==> src/rtl/pll_rate_pkg.sv <==
// Shared field positions, status codes and controller states for the PLL
// rate decoder. Assumes field positions fixed by the register layout.
package pll_rate_pkg;
    localparam int MODE_STRIDE = 4;   // distance between per-PLL mode fields
    localparam int NF_W        = 13;  // feedback divider field width
    localparam int NR_W        = 6;   // reference divider field width
    localparam int NR_LSB      = 8;   // reference divider field position
    localparam int OD_W        = 4;   // output divider field width
    localparam logic [1:0] MODE_NORMAL = 2'd1;

    typedef enum logic [1:0] {
        ST_BYPASS     = 2'd0,
        ST_NOT_NORMAL = 2'd1,
        ST_COMPUTED   = 2'd2
    } rate_status_e;

    typedef enum logic [1:0] {
        S_IDLE   = 2'd0,
        S_MUL    = 2'd1,
        S_DIV_NR = 2'd2,
        S_DIV_OD = 2'd3
    } ctl_state_e;
endpackage

==> src/rtl/pll_cfg_decode.sv <==
// Extracts divider factors, bypass and normal-mode flags from the raw words.
// Assumes CFG_W covers every field and PLL_SEL is in 0..3.
module pll_cfg_decode
    import pll_rate_pkg::*;
#(
    parameter int PLL_SEL = 0,
    parameter int CFG_W   = 32
) (
    input  logic [CFG_W-1:0] cfg_word0,
    input  logic [CFG_W-1:0] cfg_word1,
    input  logic [CFG_W-1:0] ctrl_word,
    input  logic [CFG_W-1:0] mode_reg,
    output logic [NF_W:0]    nf_plus1,
    output logic [NR_W:0]    nr_plus1,
    output logic [OD_W:0]    od_plus1,
    output logic             bypass,
    output logic             normal
);
    localparam int MODE_LSB = PLL_SEL * MODE_STRIDE;

    logic [1:0] mode_fld;
    logic       unused_bits;

    // Field extraction and +1 offsets of the three dividers.
    always_comb begin
        nf_plus1 = {1'b0, cfg_word1[NF_W-1:0]} + (NF_W+1)'(1);
        nr_plus1 = {1'b0, cfg_word0[NR_LSB+NR_W-1:NR_LSB]} + (NR_W+1)'(1);
        od_plus1 = {1'b0, cfg_word0[OD_W-1:0]} + (OD_W+1)'(1);
        mode_fld = mode_reg[MODE_LSB+1:MODE_LSB];
        bypass   = ctrl_word[0];
        normal   = (mode_fld == MODE_NORMAL);
    end

    assign unused_bits = ^{cfg_word0, cfg_word1, ctrl_word, mode_reg};
endmodule

==> src/rtl/pll_shift_mult.sv <==
// Shift-and-add multiplier, one multiplier bit per cycle for B_W cycles.
// Assumes the product fits in A_W bits; start restarts any run in progress.
module pll_shift_mult #(
    parameter int A_W = 64,
    parameter int B_W = 14
) (
    input  logic           clk,
    input  logic           rst_n,
    input  logic           start,
    input  logic [A_W-1:0] a_in,
    input  logic [B_W-1:0] b_in,
    output logic           done,
    output logic [A_W-1:0] prod
);
    localparam int CNT_W = $clog2(B_W + 1);

    logic [A_W-1:0]   a_q;
    logic [B_W-1:0]   b_q;
    logic [CNT_W-1:0] cnt;
    logic             run;

    // Load operands, then accumulate shifted multiplicand per multiplier bit.
    always_ff @(posedge clk) begin
        if (!rst_n) begin
            a_q <= '0; b_q <= '0; prod <= '0; cnt <= '0; run <= 1'b0; done <= 1'b0;
        end else begin
            done <= 1'b0;
            if (start) begin
                a_q  <= a_in;
                b_q  <= b_in;
                prod <= '0;
                cnt  <= CNT_W'(B_W);
                run  <= 1'b1;
            end else if (run) begin
                if (b_q[0]) prod <= prod + a_q;
                a_q <= a_q << 1;
                b_q <= b_q >> 1;
                cnt <= cnt - CNT_W'(1);
                if (cnt == CNT_W'(1)) begin
                    run  <= 1'b0;
                    done <= 1'b1;
                end
            end
        end
    end


    mul_consumed_chk: assert property (@(posedge clk) disable iff (!rst_n)
        done |-> (b_q == '0));
endmodule

==> src/rtl/pll_restoring_div.sv <==
// Restoring divider producing one quotient bit per cycle over N cycles.
// Assumes a non-zero divisor below 2**D; the quotient truncates.
module pll_restoring_div #(
    parameter int N = 64,
    parameter int D = 7
) (
    input  logic         clk,
    input  logic         rst_n,
    input  logic         start,
    input  logic [N-1:0] dividend,
    input  logic [D-1:0] divisor,
    output logic         done,
    output logic [N-1:0] quo
);
    localparam int CNT_W = $clog2(N + 1);

    logic [D-1:0]     rem;
    logic [D-1:0]     dvs_q;
    logic [CNT_W-1:0] cnt;
    logic             run;
    logic [D:0]       trial;
    logic             fits;

    // Trial subtraction of the shifted partial remainder.
    always_comb begin
        trial = {rem, quo[N-1]};
        fits  = (trial >= {1'b0, dvs_q});
    end

    // Shift the dividend through the quotient register, restoring on miss.
    always_ff @(posedge clk) begin
        if (!rst_n) begin
            rem <= '0; dvs_q <= '0; quo <= '0; cnt <= '0; run <= 1'b0; done <= 1'b0;
        end else begin
            done <= 1'b0;
            if (start) begin
                quo   <= dividend;
                dvs_q <= divisor;
                rem   <= '0;
                cnt   <= CNT_W'(N);
                run   <= 1'b1;
            end else if (run) begin
                rem <= fits ? D'(trial - {1'b0, dvs_q}) : trial[D-1:0];
                quo <= {quo[N-2:0], fits};
                cnt <= cnt - CNT_W'(1);
                if (cnt == CNT_W'(1)) begin
                    run  <= 1'b0;
                    done <= 1'b1;
                end
            end
        end
    end


    rem_bound_chk: assert property (@(posedge clk) disable iff (!rst_n)
        done |-> (rem < dvs_q));

    nonzero_divisor_chk: assert property (@(posedge clk) disable iff (!rst_n)
        start |-> (divisor != '0));
endmodule

==> src/rtl/pll_rate_decoder.sv <==
// Top of the PLL rate decoder: short-circuits bypass and non-normal modes,
// otherwise sequences multiply, divide by NR+1, divide by OD+1.
// Assumes start is a pulse; requests during a computation are dropped.
module pll_rate_decoder
    import pll_rate_pkg::*;
#(
    parameter int PLL_SEL = 0,
    parameter int REF_W   = 32,
    parameter int CFG_W   = 32,
    parameter int RATE_W  = 64
) (
    input  logic              clk,
    input  logic              rst_n,
    input  logic              start,
    input  logic [REF_W-1:0]  ref_rate,
    input  logic [CFG_W-1:0]  cfg_word0,
    input  logic [CFG_W-1:0]  cfg_word1,
    input  logic [CFG_W-1:0]  ctrl_word,
    input  logic [CFG_W-1:0]  mode_reg,
    output logic              busy,
    output logic              done,
    output logic [RATE_W-1:0] rate_out,
    output logic [1:0]        status
);
    localparam int DIV_D = NR_W + 1;
    localparam int MUL_B = NF_W + 1;

    logic [NF_W:0]       nf_plus1;
    logic [NR_W:0]       nr_plus1;
    logic [OD_W:0]       od_plus1;
    logic                bypass, normal;
    ctl_state_e          state;
    rate_status_e        status_q;
    logic [NR_W:0]       nr_q;
    logic [OD_W:0]       od_q;
    logic                mul_start, mul_done, div_start, div_done;
    logic [RATE_W-1:0]   mul_prod, div_quo, div_in;
    logic [DIV_D-1:0]    div_dvs;

    pll_cfg_decode #(.PLL_SEL(PLL_SEL), .CFG_W(CFG_W)) u_dec (
        .cfg_word0(cfg_word0), .cfg_word1(cfg_word1), .ctrl_word(ctrl_word),
        .mode_reg(mode_reg), .nf_plus1(nf_plus1), .nr_plus1(nr_plus1),
        .od_plus1(od_plus1), .bypass(bypass), .normal(normal)
    );

    pll_shift_mult #(.A_W(RATE_W), .B_W(MUL_B)) u_mul (
        .clk(clk), .rst_n(rst_n), .start(mul_start),
        .a_in(RATE_W'(ref_rate)), .b_in(nf_plus1),
        .done(mul_done), .prod(mul_prod)
    );

    pll_restoring_div #(.N(RATE_W), .D(DIV_D)) u_div (
        .clk(clk), .rst_n(rst_n), .start(div_start),
        .dividend(div_in), .divisor(div_dvs),
        .done(div_done), .quo(div_quo)
    );

    // Launch conditions and operand routing for the shared divider.
    always_comb begin
        mul_start = (state == S_IDLE) && start && !bypass && normal;
        div_start = ((state == S_MUL) && mul_done) || ((state == S_DIV_NR) && div_done);
        div_in    = (state == S_MUL) ? mul_prod : div_quo;
        div_dvs   = (state == S_MUL) ? DIV_D'(nr_q) : DIV_D'(od_q);
    end

    // Request acceptance, step sequencing and result registers.
    always_ff @(posedge clk) begin
        if (!rst_n) begin
            state <= S_IDLE; nr_q <= '0; od_q <= '0;
            rate_out <= '0; status_q <= ST_BYPASS; done <= 1'b0;
        end else begin
            done <= 1'b0;
            case (state)
                S_IDLE: if (start) begin
                    if (bypass) begin
                        rate_out <= RATE_W'(ref_rate); status_q <= ST_BYPASS; done <= 1'b1;
                    end else if (!normal) begin
                        rate_out <= RATE_W'(ref_rate); status_q <= ST_NOT_NORMAL; done <= 1'b1;
                    end else begin
                        nr_q  <= nr_plus1;
                        od_q  <= od_plus1;
                        state <= S_MUL;
                    end
                end
                S_MUL:    if (mul_done) state <= S_DIV_NR;
                S_DIV_NR: if (div_done) state <= S_DIV_OD;
                S_DIV_OD: if (div_done) begin
                    rate_out <= div_quo;
                    status_q <= ST_COMPUTED;
                    done     <= 1'b1;
                    state    <= S_IDLE;
                end
                default:  state <= S_IDLE;
            endcase
        end
    end

    assign busy   = (state != S_IDLE);
    assign status = status_q;


    status_legal_chk: assert property (@(posedge clk) disable iff (!rst_n)
        status != 2'd3);

    done_not_busy_chk: assert property (@(posedge clk) disable iff (!rst_n)
        done |-> !busy);

    computed_origin_chk: assert property (@(posedge clk) disable iff (!rst_n)
        (done && status == ST_COMPUTED) |-> $past(state) == S_DIV_OD);

    start_ignored_chk: assert property (@(posedge clk) disable iff (!rst_n)
        (busy && start) |=> ($stable(nr_q) && $stable(od_q)));
endmodule

==> config.mk <==
export PLATFORM = sky130hd
export DESIGN_NAME = pll_rate_decoder
export DESIGN_NICKNAME = d
export VERILOG_FILES = /design/src/rtl/pll_rate_pkg.sv /design/src/rtl/pll_cfg_decode.sv /design/src/rtl/pll_shift_mult.sv /design/src/rtl/pll_restoring_div.sv /design/src/rtl/pll_rate_decoder.sv
export SDC_FILE = /design/constraint.sdc
export NUM_CORES = 1
export LEC_CHECK = 0
export ABC_AREA = 1
export BUFFER_PORTS_ARGS = -buffer_cell sky130_fd_sc_hd__buf_2
export CORE_AREA = 2 2 220 222
export DETAILED_ROUTE_END_ITERATION = 10
export DIE_AREA = 0 0 222 224
export PLACE_DENSITY_LB_ADDON = 0.05
export SLEW_MARGIN = 20
export SYNTH_ARGS = -nofsm -noshare
export SYNTH_HDL_FRONTEND = slang
export SYNTH_SLANG_ARGS = --single-unit
==> constraint.sdc <==
create_clock -name clk -period 2.05 [get_ports clk]
set_input_delay 0.205 -clock clk [delete_from_list [all_inputs] [get_ports clk]]
set_output_delay 0.205 -clock clk [all_outputs]
set_load 0.01 [all_outputs]
==> run_results.csv, run 1 <==
group,metric,value,unit
status,violations,"negative setup slack",
drt,first_pass_iters,5,
placed_design,globalplace.congestion,0.974,
yosys,ys_ff_latch,316,
grt,grt_pass1_wl,108,mm
drt,post-route-drc-count,0,
clocking,root_buffer,"clkbuf_16",
floorplanning,io_pins,231,
grt,antenna_found_initial,2,
drt,ant_nets,0,
floorplanning,start_util,0.396,
drt,wl_per_cell,17.1,um
power,clock_power_share,0.459,
setup_path,path_class,"reg -> reg",
placed_design,dpl.cell_count,3978,
yosys,synth_cell_types,44,
setup_path,end_kind,"register",
yosys,avgSynthCellArea,6.15,um^2
floorplanning,rows,80,
yosys,synth_area,18800,um^2
clocking,clock_path_buffers,3,
yosys,ys_async_sr_fraction,0,
clocking,cts.sinks,316,
yosys,synth_area_leaders,"dfxtp_1 34%, nand2_1 21%, inv_1 9.3%, nor2_1 5.8%, ha_1 5.4%",
power,p_int,11.5,mW
clocking,cts_tree,"yes",
power,power_density,609,nW/um^2
clocking,htreeDepth,2,
job,max_cap_violations,0,
timing,finalWorstSetupSlack,-78.3,ps
timing,period_minus_slack,2130,ps
min_path,hold_class,"in -> reg",
cells_and_area,drive_gt1_frac,0.268,
timing,maxSlewHeadroom,0.560,
setup_path,crit_fanout,4,
cells_and_area,n_fill_cell,4764,
setup_path,critPathLaunch,"u_mul.a_q[0]",
setup_path,reg2reg_from,"u_mul.a_q[0]",
setup_path,startpoint_type,"register",
drt,vias,20700,
setup_path,path_cells,"ha_4 -> inv_2 -> fa_2 -> nor2_4 -> buf_6 -> o21ai_2 -> nand2_2 -> nand2_2 -> nand3_4 -> nand2_1 -> nand4_1 -> nand3_1 -> nand2_1 -> inv_1",
yosys,synth-edff-count,0,
min_path,worstHoldStart,"cfg_word1[4]",
grt,grt_pass1_vias,19300,
yosys,ys_warn_count,0,
yosys,synth_top_cell_area_share,0.337,
yosys,synth_common_cells,"1068 x nand2_1, 466 x inv_1, 316 x dfxtp_1",
floorplanning,die_w,222,um
timing,report.final.slew_viol_count,0,
yosys,yosysMostFrequentCell,"nand2_1",
yosys,syn_inst,3051,
clocking,cts_buffers,40,
status,outcome,"finished with violations",
setup_path,critPathRequiredTime,2530,ps
power,sw_frac_of_total,0.275,
setup_path,cp_slowest_stage_delay,420,ps
clocking,clock_latency,590,ps
yosys,yosysSeqAreaShare,0.337,
timing,max_slew.worst_pin.slew,661,ps
drt,first_iter_violations,1450,
placed_design,dp_hpwl,52.1,mm
timing,hold_slack,84.2,ps
floorplanning,core_area,47300,um^2
setup_path,path_buf_inv,3,
yosys,yosysTopAreaCell,"dfxtp_1",
power,p_switching,4.37,mW
drt,wirelength,70.4,mm
power,p_total,15.9,mW
timing,rsz0062_at_grt,"true",
clocking,clk_pin_slew,60,ps
power,seqPwrFrac,0.416,
floorplanning,die_area,49700,um^2
timing,fin_crit_sh,1.04,
timing,max_freq,0.470,GHz
setup_path,worst_ep_arrival_time,2610,ps
setup_path,cp_top_family,"simple AND/OR/NAND/NOR gates",
placed_design,numPortBuffers,128,
power,leakage,12.5,nW
setup_path,critical-path-slowest-cell,"fa_2",
cells_and_area,syn2layout_area_growth,39.1,%
power,peakVddDrop,0.521,mV
grt,grt_max_degree,115,
grt,grt_usage,0.276,
cells_and_area,nNetsFinal,3721,
power,comb_power_share,0.126,
yosys,syn_nets,3297,
grt,overflow,0,
cells_and_area,fin_cells,4120,
timing,setup_viol,12,
timing,hold_violations,0,
yosys,ys.flop_type,"dfxtp_1",
timing,finalClockSkew,28.2,ps
drt,viasPerCell,5.01,
floorplanning,die_h,224,um
## worst paths after layout
| check | depth (start not counted) | slack (ps) | to |
|---|---|---|---|
| max | 14 | -80 | u_mul.prod[56] |
| min | 5 | 80 | u_mul.b_q[4] |
| max reg2reg | 14 | -80 | u_mul.prod[56] |
| min reg2reg | 2 | 460 | nr_q[2] |
## routing by layer
metal  global-route usage  up-vias  routed length, um
met5                    0        -                 12
met4               0.0676        2               1580
met3               0.0592       95               4610
met2                0.417      493              29800
met1                0.399     9603              34400
li1                     -    10500                  -
## sequential cells by signal, indices dropped and copies added, names as in the netlist, 2 cells and up
register,count
u_div.quo,64
nr_q,7
u_div.cnt,7
u_div.rem,7
u_mul.a_q,64
od_q,5
status,2
state,2
u_mul.b_q,14
rate_out,64
u_mul.prod,64
u_mul.cnt,4
u_div.dvs_q,7
## layout make-up
cell class | count | area (um^2) | share of cell area
Timing Repair Buffer | 503 | 3840 | 0.147
Inverter | 473 | 1790 | 0.0684
Sequential cell | 316 | 6440 | 0.247
Clock inverter | 12 | 169 | 0.00647
Tap cell | 615 | 769 | 0.0295
Clock buffer | 59 | 1160 | 0.0446
Antenna cell | 1 | 2.50 | 0.0000959
Multi-Input combinational cell | 2141 | 11900 | 0.457
## metrics by stage
stage	setup slack, ps	util	setup TNS [ps]	cell area, um^2
final	-78.3	0.551	-599	26100
after global routing	-195	0.551	-3010	26100
after CTS	-25.2	0.522	-50.2	24700
after detailed placement	-294	0.468	-7660	22200
after global placement	-243	0.468	-5500	22200
after floorplan	38.3	-	0	18800
## what timing repair did
action / 4_1_cts / 5_1_grt
endpoints found under the setup margin: 56 / 140
hold buffers: 56 / 0
cloned: 1 / 1
pin swaps: 26 / 72
setup buffers: 4 / 11
gates resized for setup: 134 / 371
hold endpoints to repair: 74 / 0
## cell usage in the layout (no fill, tap or decap), types with 14 or more instances in the layout
cell           instances
nand2_2              119
inv_2                 22
nor3_1                16
nor2_1               240
dfxtp_2               68
nand4_1               15
dfxtp_1              241
nand2_1              923
ha_4                  55
a21oi_1              125
ha_1                  25
a21oi_2               27
buf_2                128
inv_1                446
buf_4                297
nor2_2                39
nand3_2               17
nand3_1               95
clkbuf_16             42
xor2_1                30
o21ai_0              148
o21ai_1               15
a31oi_1              120
nand2_4               27
buf_12                14
dlygate4sd3_1         56
## kinds of logic after synthesis
logic type,Yosys count,synth area share
buf+inv,594,0.121
mux,1,0.000534
fa+ha+maj,83,0.0562
compound gates,484,0.144
flops,316,0.337
xor+xnor,43,0.0201
simple gates,1530,0.321
## power groups by stage
| stage | logic (mW) | clock network [mW] | registers [mW] |
|---|---|---|---|
| CTS | 1.94 | 7.47 | 6.60 |
| global placement | 1.80 | 0 | 6.71 |
| global route | 2.17 | 7.74 | 6.63 |
| floorplan | 0.882 | 0 | 6.77 |
| detailed placement | 1.82 | 0 | 6.72 |
| finish | 2.00 | 7.30 | 6.61 |
## worst min-delay path: cells and delay by family
family,cells,cell delay (ps)
AO/OA/AOI/OAI,1,70
buffers and inverters,2,190
XOR/XNOR,1,70
AND/OR/NAND/NOR,1,70
Note: power is estimated with default switching activity, not from simulation.
==> run 2, diff against run 1 <==
--- a/config.mk
+++ b/config.mk
@@ -11,6 +11,7 @@
 export DETAILED_ROUTE_END_ITERATION = 10
 export DIE_AREA = 0 0 222 224
 export PLACE_DENSITY_LB_ADDON = 0.05
+export RECOVER_POWER = 50
 export SLEW_MARGIN = 20
 export SYNTH_ARGS = -nofsm -noshare
 export SYNTH_HDL_FRONTEND = slang
==> run_results.csv, run 2 (synthesized netlist as in run 1, its figures left out) <==
group,metric,value,unit
cells_and_area,drive_gt1_frac,0.245,
setup_path,crit_fanout,4,
floorplanning,die_area,49700,um^2
cells_and_area,fin_cells,4120,
timing,maxSlewHeadroom,0.553,
drt,vias,20700,
clocking,clock_latency,590,ps
cells_and_area,syn2layout_area_growth,38.4,%
grt,grt_usage,0.276,
placed_design,dp_hpwl,52.1,mm
power,peakVddDrop,0.517,mV
drt,wirelength,70.7,mm
timing,max_freq,0.473,GHz
floorplanning,die_h,224,um
clocking,clock_path_buffers,3,
setup_path,critPathRequiredTime,2540,ps
timing,finalClockSkew,30.3,ps
placed_design,dpl.cell_count,3978,
power,leakage,12.2,nW
grt,grt_max_degree,115,
cells_and_area,design_area,26000,um^2
power,p_switching,4.38,mW
floorplanning,io_pins,231,
power,power_density,610,nW/um^2
floorplanning,start_util,0.396,
clocking,cts_tree,"yes",
placed_design,place_area,22200,um^2
grt,overflow,0,
timing,max_slew.worst_pin.slew,671,ps
drt,wl_per_cell,17.1,um
timing,finalWorstSetupSlack,-62.4,ps
timing,hold_violations,0,
status,violations,"negative setup slack",
setup_path,startpoint_type,"register",
cells_and_area,fin_util,0.548,
clocking,clk_pin_slew,60,ps
cells_and_area,final_common_cell,"nand2_1",
placed_design,numPortBuffers,128,
cells_and_area,n_fill_cell,4816,
status,outcome,"finished with violations",
clocking,cts.sinks,316,
clocking,cts_buffers,40,
power,p_int,11.5,mW
power,seqPwrFrac,0.418,
grt,grt_pass1_vias,19300,
drt,first_pass_iters,6,
setup_path,end_kind,"register",
power,sw_frac_of_total,0.277,
power,comb_power_share,0.121,
timing,fin_crit_sh,1.03,
grt,grt_pass1_wl,108,mm
timing,setup_tns,-387,ps
timing,period_minus_slack,2110,ps
placed_design,globalplace.congestion,0.974,
cells_and_area,final_cell_mix,"925 x nand2_1, 448 x inv_1, 286 x buf_4",
min_path,hold_class,"in -> reg",
power,clock_power_share,0.461,
clocking,root_buffer,"clkbuf_16",
floorplanning,core_area,47300,um^2
timing,report.final.slew_viol_count,0,
timing,setup_viol,10,
setup_path,path_class,"reg -> reg",
drt,first_iter_violations,1326,
timing,rsz0062_at_grt,"true",
placed_design,pre_cts_ws,-294,ps
grt,antenna_found_initial,2,
drt,post-route-drc-count,0,
drt,viasPerCell,5.03,
cells_and_area,nNetsFinal,3721,
setup_path,worst_ep_arrival_time,2600,ps
floorplanning,die_w,222,um
job,max_cap_violations,0,
drt,ant_nets,0,
floorplanning,rows,80,
clocking,htreeDepth,2,
==> run 2: changes by cell type in the layout (fill, tap and decap cells not counted), moves of 2 or more <==
cell | previous run | this run
clkbuf_1 | 11 | 83
buf_2 | 128 | 61
buf_4 | 297 | 286
clkbuf_4 | 0 | 4
clkbuf_2 | 0 | 3
buf_12 | 14 | 12
buf_8 | 0 | 2
inv_1 | 446 | 448
inv_2 | 22 | 20
nand2_1 | 923 | 925
nand2_2 | 119 | 117
==> run 2: worst max-delay path: stages, from the launching register on <==
cell     delay [ps]
dfxtp_2         350
ha_4            150
inv_2            40
fa_2            410
nor2_4          150
buf_6           120
o21ai_2          50
nand2_2         120
nand2_2          80
nand3_4         120
nand2_1         110
nand4_1          80
nand3_1         120
nand2_1          90
inv_1            30
==> run 2: layer usage <==
| layer | track usage | up-vias | share of wire |
|---|---|---|---|
| met5 | 0 | - | 0.00017 |
| met4 | 0.0676 | 2 | 0.022 |
| met3 | 0.0592 | 92 | 0.064 |
| met2 | 0.417 | 479 | 0.42 |
| met1 | 0.399 | 9686 | 0.49 |
| li1 | - | 10500 | - |
==> run 2: final timing paths <==
kind | start | end | slack [ps] | cells past startpoint
setup / recovery | u_mul.a_q[0] | u_mul.prod[56] | -60 | 14
hold / removal | cfg_word1[4] | u_mul.b_q[4] | 80 | 5
setup reg to reg | u_mul.a_q[0] | u_mul.prod[56] | -60 | 14
hold reg to reg | nr_q[2] | nr_q[2] | 460 | 2
==> run 2: area by class of cell <==
| cell class | instances | area [um^2] | area share |
|---|---|---|---|
| Sequential cell | 316 | 6440 | 0.248 |
| Multi-Input combinational cell | 2141 | 11900 | 0.459 |
| Antenna cell | 1 | 2.50 | 0.0000964 |
| Tap cell | 615 | 769 | 0.0296 |
| Clock inverter | 12 | 169 | 0.00651 |
| Timing Repair Buffer | 503 | 3710 | 0.143 |
| Inverter | 473 | 1780 | 0.0687 |
| Clock buffer | 59 | 1160 | 0.0448 |
==> run 2: repair_timing <==
| item | CTS | global route |
|---|---|---|
| setup endpoints to repair | 56 | 140 |
| gates resized for setup | 134 | 371 |
| endpoints found under the hold margin | 74 | 0 |
| hold buffers | 56 | 0 |
| pin swaps | 26 | 72 |
| gates cloned | 1 | 1 |
| buffers inserted | 4 | 11 |
==> run 2: power groups by stage <==
stage / registers, mW / clock network [mW] / logic (mW)
after global routing: 6.64 / 7.74 / 2.08
after detailed placement: 6.72 / 0 / 1.82
after CTS: 6.60 / 7.47 / 1.94
after floorplan: 6.77 / 0 / 0.882
after global placement: 6.71 / 0 / 1.80
final: 6.62 / 7.30 / 1.91
==> run 2: per-stage QoR <==
step                      power [mW]  hold WS, ps
after CTS                       16.0         50.4
after floorplan                 7.66          313
final                           15.8         83.2
after global routing            16.5         93.3
after detailed placement        8.54          446
after global placement          8.52          444
==> run 3, diff against run 2 <==
--- a/config.mk
+++ b/config.mk
@@ -5,14 +5,13 @@
 export SDC_FILE = /design/constraint.sdc
 export NUM_CORES = 1
 export LEC_CHECK = 0
-export ABC_AREA = 1
 export BUFFER_PORTS_ARGS = -buffer_cell sky130_fd_sc_hd__buf_2
-export CORE_AREA = 2 2 220 222
+export CORE_AREA = 2 2 212 214
 export DETAILED_ROUTE_END_ITERATION = 10
-export DIE_AREA = 0 0 222 224
-export PLACE_DENSITY_LB_ADDON = 0.05
+export DIE_AREA = 0 0 214 216
 export RECOVER_POWER = 50
 export SLEW_MARGIN = 20
 export SYNTH_ARGS = -nofsm -noshare
 export SYNTH_HDL_FRONTEND = slang
 export SYNTH_SLANG_ARGS = --single-unit
+export TNS_END_PERCENT = 10
==> run_results.csv, run 3 <==
group,metric,value,unit
clocking,htreeDepth,2,
yosys,synth_compound_area_frac,0.222,
job,max_cap_violations,0,
placed_design,dp_hpwl,37.9,mm
yosys,synth_cell_types,73,
floorplanning,start_util,0.397,
timing,finalClockSkew,18.5,ps
status,violations,"negative setup slack",
yosys,avgSynthCellArea,8.30,um^2
yosys,synth_top_family_by_area,"compound AO/OA/AOI/OAI gates",
power,power_density,633,nW/um^2
yosys,synth_xor_area_frac,0.0378,
grt,grt_pass1_wl,84.9,mm
cells_and_area,final_cell_mix,"417 x nand2_1, 373 x buf_4, 310 x dfxtp_1",
yosys,syn_inst,2096,
yosys,yosys.area_share.adder,0.0606,
yosys,ys.flop_type,"dfxtp_1",
floorplanning,die_w,214,um
yosys,syn_nets,2342,
clocking,cts.sinks,316,
power,p_switching,3.80,mW
yosys,yosysTopAreaCell,"dfxtp_1",
clocking,clock_latency,550,ps
cells_and_area,final_common_cell,"nand2_1",
setup_path,reg2reg_from,"u_mul.a_q[0]",
timing,rsz0062_at_grt,"true",
placed_design,pre_cts_ws,-1010,ps
cells_and_area,fin_cells,3167,
timing,report.final.slew_viol_count,0,
grt,overflow,0,
floorplanning,die_area,46200,um^2
yosys,ys_warn_count,0,
setup_path,path_class,"reg -> reg",
power,leakage,11.2,nW
yosys,synth_common_cells,"421 x nand2_1, 316 x dfxtp_1, 145 x o211a_1",
yosys,ys_ff_latch,316,
timing,maxSlewHeadroom,0.372,
grt,grt_max_degree,104,
placed_design,numPortBuffers,128,
power,comb_power_share,0.124,
setup_path,rrSetupSlack,-1040,ps
yosys,yosysSeqAreaShare,0.364,
setup_path,startpoint_type,"register",
yosys,synth_area_leaders,"dfxtp_1 36%, nand2_1 9.1%, o211a_1 8.3%, mux2i_1 7.1%, ha_1 5.8%",
floorplanning,die_h,216,um
clocking,clk_pin_slew,60,ps
min_path,worstHoldStart,"cfg_word0[2]",
setup_path,end_kind,"register",
yosys,synth_area,17400,um^2
yosys,synth_top_cell_area_share,0.364,
setup_path,critical-path-slowest-cell,"or4_1",
timing,finalWorstSetupSlack,-1040,ps
drt,first_iter_violations,1020,
grt,antenna_found_initial,0,
status,outcome,"finished with violations",
timing,setup_viol,66,
timing,max_slew.worst_pin.slew,942,ps
setup_path,cp_slowest_stage_delay,400,ps
floorplanning,core_area,43800,um^2
power,seqPwrFrac,0.440,
drt,first_pass_iters,7,
clocking,root_buffer,"clkbuf_16",
drt,wl_per_cell,16.5,um
power,peakVddDrop,0.556,mV
setup_path,crit_fanout,2,
clocking,clock_path_buffers,3,
setup_path,path_cells,"ha_4 -> inv_2 -> fa_2 -> and2b_1 -> o211ai_1 -> a31oi_2 -> a22oi_2 -> a21o_1 -> o21ai_4 -> a31oi_4 -> or3_4 -> or4_1 -> nand3_1",
floorplanning,rows,77,
drt,viasPerCell,5.32,
setup_path,critPathRequiredTime,2530,ps
timing,hold_slack,30.4,ps
drt,wirelength,52.4,mm
floorplanning,io_pins,231,
placed_design,dpl.cell_count,3057,
yosys,synth-simple-area-share,0.202,
timing,period_minus_slack,3090,ps
cells_and_area,n_fill_cell,4024,
grt,grt_usage,0.222,
yosys,yosysMostFrequentCell,"nand2_1",
cells_and_area,antenna_cells,0,
power,sw_frac_of_total,0.257,
timing,fin_crit_sh,1.51,
drt,ant_nets,0,
drt,post-route-drc-count,0,
setup_path,worst_ep_arrival_time,3570,ps
cells_and_area,syn2layout_area_growth,34.2,%
power,p_int,11.0,mW
placed_design,globalplace.congestion,0.924,
power,clock_power_share,0.436,
yosys,ys_async_sr_fraction,0,
min_path,hold_class,"in -> reg",
yosys,synth-edff-count,0,
clocking,cts_tree,"yes",
cells_and_area,nNetsFinal,2797,
timing,hold_violations,0,
setup_path,critPathLaunch,"u_mul.a_q[0]",
yosys,synth.area.mux_share,0.0714,
grt,grt_pass1_vias,16600,
cells_and_area,drive_gt1_frac,0.241,
timing,max_freq,0.323,GHz
clocking,cts_buffers,36,
drt,vias,16900,
-- run 3: changes by cell type in the layout (fill, tap and decap cells not counted), moves of 49 or more --
cell and change:
dfxtp_1 +69, buf_4 +87, mux2i_1 +122, a31oi_1 -116, o211a_1 +145, nor2_1 -135
ha_4 -49, nand2_2 -114, dfxtp_2 -63, nand2_1 -508, o21ai_0 -113, inv_1 -411
-- run 3: per-layer routing --
layer  track usage  wire [um]
met1         0.304      25000
met2         0.360      23300
met3        0.0306       2500
met4        0.0741       1600
met5             0          0
-- run 3: per-stage QoR --
stage	util	setup TNS [ps]	cell area [um^2]	total power, mW
6_report	0.533	-37130	23300	14.8
5_1_grt	0.533	-49960	23300	15.4
4_1_cts	0.531	-35470	23300	15.0
3_5_place_dp	0.488	-38760	21400	8.44
3_3_place_gp	0.488	-35270	21400	8.41
2_1_floorplan	-	-23050	17500	7.67
-- run 3: cell families (layout without fill, tap and decap cells) --
logic type                 count (synthesis)  count (layout)
and+or+nand+nor                          796             796
xor gates and xnor gates                  75              75
DFF                                      316             316
AOI/OAI and AO/OA                        514             514
adders and majority gates                 83              83
buffers and inverters                    188             667
muxes                                    124             124
-- run 3: worst max-delay path: cells and delay by family, from the launching register on --
kind | cells | cell delay (ps)
and+or+nand+nor | 4 | 1050
buffers and inverters | 1 | 30
adders and majority gates | 2 | 460
AOI/OAI and AO/OA | 6 | 1150
DFF | 1 | 350
-- run 3: layout make-up --
cell class | count | area (um^2) | area share
Timing Repair Buffer | 567 | 4080 | 0.175
Clock buffer | 52 | 1060 | 0.0455
Multi-Input combinational cell | 1592 | 10900 | 0.466
Clock inverter | 10 | 103 | 0.00439
Inverter | 38 | 143 | 0.00611
Tap cell | 592 | 741 | 0.0317
Sequential cell | 316 | 6340 | 0.271
-- run 3: power by group through the flow --
stage	Clock, mW	Sequential, mW	Combinational [mW]
finish	6.45	6.51	1.83
global route	6.82	6.53	2.01
CTS	6.58	6.50	1.90
detailed placement	0	6.63	1.81
global placement	0	6.62	1.79
floorplan	0	6.68	0.989
-- run 3: path summary, 6_finish.rpt --
| path | end | depth (start not counted) |
|---|---|---|
| setup reg to reg | u_mul.prod[56] | 13 |
| hold / removal | od_q[4] | 3 |
| setup / recovery | u_mul.prod[56] | 13 |
| hold reg to reg | nr_q[1] | 2 |
-- run 3: timing repair --
| action | CTS | global route |
|---|---|---|
| pin swaps | 44 | 21 |
| endpoints found under the hold margin | 36 | 0 |
| endpoints found under the setup margin | 64 | 102 |
| hold buffers | 37 | 0 |
| setup buffers | 7 | 6 |
| gates resized for setup | 64 | 45 |
